## config.mk

```make
export PLATFORM = sky130hd
export DESIGN_NAME = wp_key_guard
export DESIGN_NICKNAME = d
export VERILOG_FILES = /design/src/rtl/wp_pkg.sv /design/src/rtl/wp_addr_decode.sv /design/src/rtl/wp_key_seq.sv /design/src/rtl/wp_scratch_reg.sv /design/src/rtl/wp_key_guard.sv
export SDC_FILE = /design/constraint.sdc
export NUM_CORES = 1
export LEC_CHECK = 0
export ABC_AREA = 1
export ABC_CLOCK_PERIOD_IN_PS = 1250
export CORE_UTILIZATION = 55
export DETAILED_ROUTE_END_ITERATION = 10
export DONT_BUFFER_PORTS = 1
export GPL_ROUTABILITY_DRIVEN = 0
export PLACE_DENSITY = 0.72
export SYNTH_ARGS = -nofsm -noshare
export SYNTH_HDL_FRONTEND = slang
export SYNTH_SLANG_ARGS = --single-unit
```

## constraint.sdc

```tcl
create_clock -name clk -period 1.25 [get_ports clk]
set_input_delay 0.1875 -clock clk [delete_from_list [all_inputs] [get_ports clk]]
set_output_delay 0.1875 -clock clk [all_outputs]
set_load 0.005 [all_outputs]
```

## src/rtl/wp_pkg.sv

```systemverilog
package wp_pkg;
  typedef enum logic [1:0] {
    KS_LOCKED = 2'd0,
    KS_ARMED  = 2'd1,
    KS_OPEN   = 2'd2
  } key_state_e;

  localparam int unsigned KEY_BYTE_W = 8;
endpackage

```

## src/rtl/wp_addr_decode.sv

```systemverilog
module wp_addr_decode #(
  parameter int unsigned ADDR_W     = 4,
  parameter int unsigned PROT_COUNT = 8,
  parameter int unsigned KEY_ADDR   = 9
) (
  input  logic [ADDR_W-1:0]     addr,
  output logic                  key_hit,
  output logic [PROT_COUNT-1:0] prot_hit
);
  assign key_hit = (addr == ADDR_W'(KEY_ADDR));

  for (genvar i = 0; i < PROT_COUNT; i++) begin : g_hit
    assign prot_hit[i] = (addr == ADDR_W'(i));
  end
endmodule

```

## src/rtl/wp_key_seq.sv

```systemverilog
module wp_key_seq
  import wp_pkg::*;
#(
  parameter logic [KEY_BYTE_W-1:0] KEY_FIRST  = 8'hCA,
  parameter logic [KEY_BYTE_W-1:0] KEY_SECOND = 8'h53
) (
  input  logic                  clk,
  input  logic                  rst_n,
  input  logic                  key_wr,
  input  logic [KEY_BYTE_W-1:0] key_byte,
  output logic                  unlocked
);
  key_state_e st, st_nxt;

  always_comb begin
    st_nxt = st;
    if (key_wr) begin
      if (key_byte == KEY_FIRST)                           st_nxt = KS_ARMED;
      else if (st == KS_ARMED && key_byte == KEY_SECOND)   st_nxt = KS_OPEN;
      else                                                 st_nxt = KS_LOCKED;
    end
  end

  always_ff @(posedge clk or negedge rst_n) begin
    if (!rst_n) st <= KS_LOCKED;
    else        st <= st_nxt;
  end

  assign unlocked = (st == KS_OPEN);

  // opening needs an armed state plus the second key
  assert_open_entry_R2: assert property (@(posedge clk) disable iff (!rst_n)
    (st == KS_OPEN && $past(st) != KS_OPEN) |->
      $past(st == KS_ARMED && key_wr && key_byte == KEY_SECOND));

  assert_armed_entry_R3: assert property (@(posedge clk) disable iff (!rst_n)
    (st == KS_ARMED && $past(st) != KS_ARMED) |-> $past(key_wr && key_byte == KEY_FIRST));

  assert_relock_R4: assert property (@(posedge clk) disable iff (!rst_n)
    (st == KS_OPEN && key_wr) |=> (st != KS_OPEN));

  assert_no_key_no_change_R6: assert property (@(posedge clk) disable iff (!rst_n)
    !key_wr |=> $stable(st));
endmodule

```

## src/rtl/wp_scratch_reg.sv

```systemverilog
module wp_scratch_reg #(
  parameter int unsigned WIDTH = 32
) (
  input  logic             clk,
  input  logic             rst_n,
  input  logic             we,
  input  logic [WIDTH-1:0] d,
  output logic [WIDTH-1:0] q
);
  always_ff @(posedge clk or negedge rst_n) begin
    if (!rst_n)  q <= '0;
    else if (we) q <= d;
  end

  assert_hold_R7: assert property (@(posedge clk) disable iff (!rst_n)
    !we |=> $stable(q));
endmodule

```

## src/rtl/wp_key_guard.sv

```systemverilog
module wp_key_guard
  import wp_pkg::*;
#(
  parameter int unsigned           ADDR_W     = 4,
  parameter int unsigned           DATA_W     = 32,
  parameter int unsigned           PROT_COUNT = 8,
  parameter int unsigned           KEY_ADDR   = 9,
  parameter int unsigned           TEST_ADDR  = 2,
  parameter logic [KEY_BYTE_W-1:0] KEY_FIRST  = 8'hCA,
  parameter logic [KEY_BYTE_W-1:0] KEY_SECOND = 8'h53
) (
  input  logic                  clk,
  input  logic                  rst_n,
  input  logic                  wr_en,
  input  logic [ADDR_W-1:0]     wr_addr,
  input  logic [DATA_W-1:0]     wr_data,
  input  logic [ADDR_W-1:0]     rd_addr,
  output logic [DATA_W-1:0]     rd_data,
  output logic                  unlocked,
  output logic [PROT_COUNT-1:0] prot_we
);
  logic                  wr_key_hit;
  logic [PROT_COUNT-1:0] wr_prot_hit;
  logic                  key_wr;
  logic [DATA_W-1:0]     test_q;

  wp_addr_decode #(
    .ADDR_W(ADDR_W), .PROT_COUNT(PROT_COUNT), .KEY_ADDR(KEY_ADDR)
  ) u_wdec (
    .addr(wr_addr), .key_hit(wr_key_hit), .prot_hit(wr_prot_hit)
  );

  assign key_wr = wr_en & wr_key_hit;

  wp_key_seq #(.KEY_FIRST(KEY_FIRST), .KEY_SECOND(KEY_SECOND)) u_seq (
    .clk(clk), .rst_n(rst_n), .key_wr(key_wr),
    .key_byte(wr_data[KEY_BYTE_W-1:0]), .unlocked(unlocked)
  );

  assign prot_we = {PROT_COUNT{wr_en & unlocked}} & wr_prot_hit;

  wp_scratch_reg #(.WIDTH(DATA_W)) u_test (
    .clk(clk), .rst_n(rst_n), .we(prot_we[TEST_ADDR]), .d(wr_data), .q(test_q)
  );

  always_comb begin
    if (rd_addr == ADDR_W'(KEY_ADDR))       rd_data = '0;
    else if (rd_addr == ADDR_W'(TEST_ADDR)) rd_data = test_q;
    else                                    rd_data = '0;
  end

  assert_we_onehot_R8: assert property (@(posedge clk) disable iff (!rst_n)
    $onehot0(prot_we));

  assert_blocked_test_R7: assert property (@(posedge clk) disable iff (!rst_n)
    (!unlocked && wr_en && wr_addr == ADDR_W'(TEST_ADDR)) |=> $stable(test_q));

  assert_far_addr_no_we_R10: assert property (@(posedge clk) disable iff (!rst_n)
    (wr_en && wr_addr >= ADDR_W'(PROT_COUNT)) |-> (prot_we == '0));

  assert_far_addr_no_lock_change_R10: assert property (@(posedge clk) disable iff (!rst_n)
    (wr_en && wr_addr >= ADDR_W'(PROT_COUNT) && wr_addr != ADDR_W'(KEY_ADDR))
      |=> $stable(unlocked));
endmodule

```

==> results.yml <==
critical_path:
  start_kind: "flip-flop"
  criticalPathCategory: "reg2out"
  critPathArrivalTime_ps: 1240
  required_ps: 1060
  critPathCaptureType: "output pin"
  path_max_fanout: 8
  ff2ff_path_depth: 7
sta:
  maxSlewViolCount: 0
  final-hold-violation-count: 0
  min_period_ps: 1430
  whs_ps: 77.7
  rsz0062_at_grt: "yes"
  setup_viol: 41
  finalSetupTns_ps: -3000
  worst_slack_ps: -182
  fin_crit_sh: 1.15
  relSlewSlack: 0.837
  worst_slew_pin_slew_ps: 242
  fin_skew_ps: 3.39
  fmax_mhz: 698
clock_tree:
  clock_latency_ps: 340
  path_clk_slew_ps: 100
  cts_max_path_buffers: 2
  cts_tree: "built"
  numCtsBuffers: 5
  cts.sinks: 34
  cts-root-buf: "clkbuf_4"
  cts-htree-levels: 2
pwr:
  total_leakage_power_nw: 1.19
  peakVddDrop_mv: 0.557
  internal_power_mw: 1.48
  pwr-share-comb: 0.103
  clock_power_share: 0.327
  switching_share: 0.243
  powerDensity_nw_per_um2: 776
  switching_power_uw: 475
  p_total_mw: 1.95
  sequentialPowerShare: 0.570
route:
  drc: 0
  avgRoutedWirePerCell_um: 13.4
  drtAntennaViolNets: 0
  vias_per_cell: 5.01
  first_pass_iters: 5
  drtIter0Drc: 106
  wl_mm: 4.62
  vias: 1735
layout:
  syn_to_final_growth_pct: 35.7
  fin_cells: 346
  drive_gt1_frac: 0.172
  fin_area_um2: 2520
  utilization: 0.805
  nets: 344
  num_antenna_cells: 0
  fillCellCount: 234
synth:
  synthCells: 258
  synthAdderAreaFrac: 0
  synth_xor_area_frac: 0
  ys_seq_area_frac: 0.459
  synth_compound_area_frac: 0.00539
  syn_avg_cell_area_um2: 7.19
  muxShareOfSynthArea: 0
  syn_nets: 301
  ys_types: 19
  ys_seq_elements: 34
  synth_area_um2: 1860
  post_synth_and_or_nand_nor_area_fraction: 0.392
  synth_top_family_by_area: "simple AND/OR/NAND/NOR gates"
  yosys_warnings: 0
floorplanning:
  ios: 84
  core_area_um2: 3130
  start_util: 0.593
  core.rowCount: 20
  dieArea_um2: 3610
  die-height_um: 60.1
  die_x_um: 60.1
place:
  dpl_cell_area_um2: 1880
  io_buffer_count: 0
  hpwl_mm: 2.63
  place_ws_ps: 14.3
  dp.cells: 298
global_routing:
  grt_use_total: 0.272
  grt_max_degree: 35
  antenna_found_initial: 0
  grt-ovfl-total: 0
  grt_pass1_wl_mm: 7.09
  grt_pass1_vias: 1624
worst_hold_path:
  worstHoldPathType: "in2reg"
  hold_depth: 3
outcome:
  violations: "setup timing"
  status: "complete, but fails checks"
flow_run:
  cap_violations: 0
[power groups by stage]
| stage | logic, mW | clock network [mW] | registers, mW |
|---|---|---|---|
| 4_1_cts | 0.195 | 0.646 | 1.11 |
| 6_report | 0.202 | 0.639 | 1.11 |
| 2_1_floorplan | 0.0574 | 0 | 1.13 |
| 5_1_grt | 0.220 | 0.703 | 1.11 |
| 3_5_place_dp | 0.0686 | 0 | 1.13 |
| 3_3_place_gp | 0.0667 | 0 | 1.13 |
[kinds of logic (layout without fill, tap and decap cells)]
kind of cell    after synthesis  after routing
compound gates                2              2
buf+inv                      57            100
flops                        34             34
simple gates                165            166
[synth_stat cells (all sizes together)]
cell / n / share of area
o21ai: 2 / 0.0054
inv: 43 / 0.087
nor2b: 1 / 0.0034
nor3: 3 / 0.0081
dfrtp: 34 / 0.46
clkbuf: 3 / 0.0061
nand3b: 1 / 0.0040
nand2: 78 / 0.17
clkinv: 1 / 0.0047
buf: 10 / 0.047
nor4: 4 / 0.013
nor2: 43 / 0.10
nand3: 35 / 0.094
[layout make-up]
cell class	instances	area, um2	share of cell area
Multi-Input combinational cell	168	875	0.347
Tap cell	44	55.1	0.0219
Timing Repair Buffer	48	503	0.200
Clock inverter	1	5.00	0.00199
Sequential cell	34	851	0.338
Clock buffer	7	55.1	0.0219
Inverter	44	175	0.0695
[state kept, by name (all words and copies together), names as in the netlist]
signal and count:
u_test.q 32, u_seq.st 2
[layer usage]
layer  vias to the layer above  share of wire  routed length (um)  GRT usage
met4                         0          0.017                  80      0.113
met1                       793           0.42                1940      0.326
met5                         -              0                   0          0
li1                        863              -                   -          -
met2                        69           0.50                2310      0.471
met3                        10          0.063                 293     0.0563
[critical path: stages (launching register included)]
cell and delay [ps]:
dfrtp_1 410, inv_2 80, nor2_4 40, nand2_4 150
clkinv_4 100, nand2_8 80, clkinv_4 40
[path summary, 6_finish.rpt]
check | from | end | slack, ps
worst min register to register | u_test.q[28]$_DFFE_PN0P_ | u_test.q[28]$_DFFE_PN0P_ | 480
worst max-delay path | u_seq.st[1]$_DFFE_PN0P_ | prot_we[2] | -180
min in group asynchronous | rst_n | u_test.q[28]$_DFFE_PN0P_ | 280
worst max register to register | u_seq.st[0]$_DFFE_PN0P_ | u_test.q[15]$_DFFE_PN0P_ | -60
max in group asynchronous | rst_n | u_test.q[26]$_DFFE_PN0P_ | 780
worst min-delay path | wr_en | u_seq.st[1]$_DFFE_PN0P_ | 80
[cell usage in the layout, fill, tap and decap left out, drive strengths merged]
cell and count:
nor4 4, nand3 35, nand3b 1, dfrtp 34
clkinv 3, nor3 3, dlygate4sd3 33, clkbuf 7
nor2b 1, inv 42, buf 15, o21ai 2
nor2 43, nand2 79
[timing repair]
action                                  in CTS  in global routing
setup buffers                                3                  2
resized for setup                           23                  9
hold buffers                                34                  0
endpoints found under the setup margin       9                 41
endpoints found under the hold margin       66                  0
cloned                                       2                  0
pin swaps                                   12                  3
(Power assumes the default switching activity.)
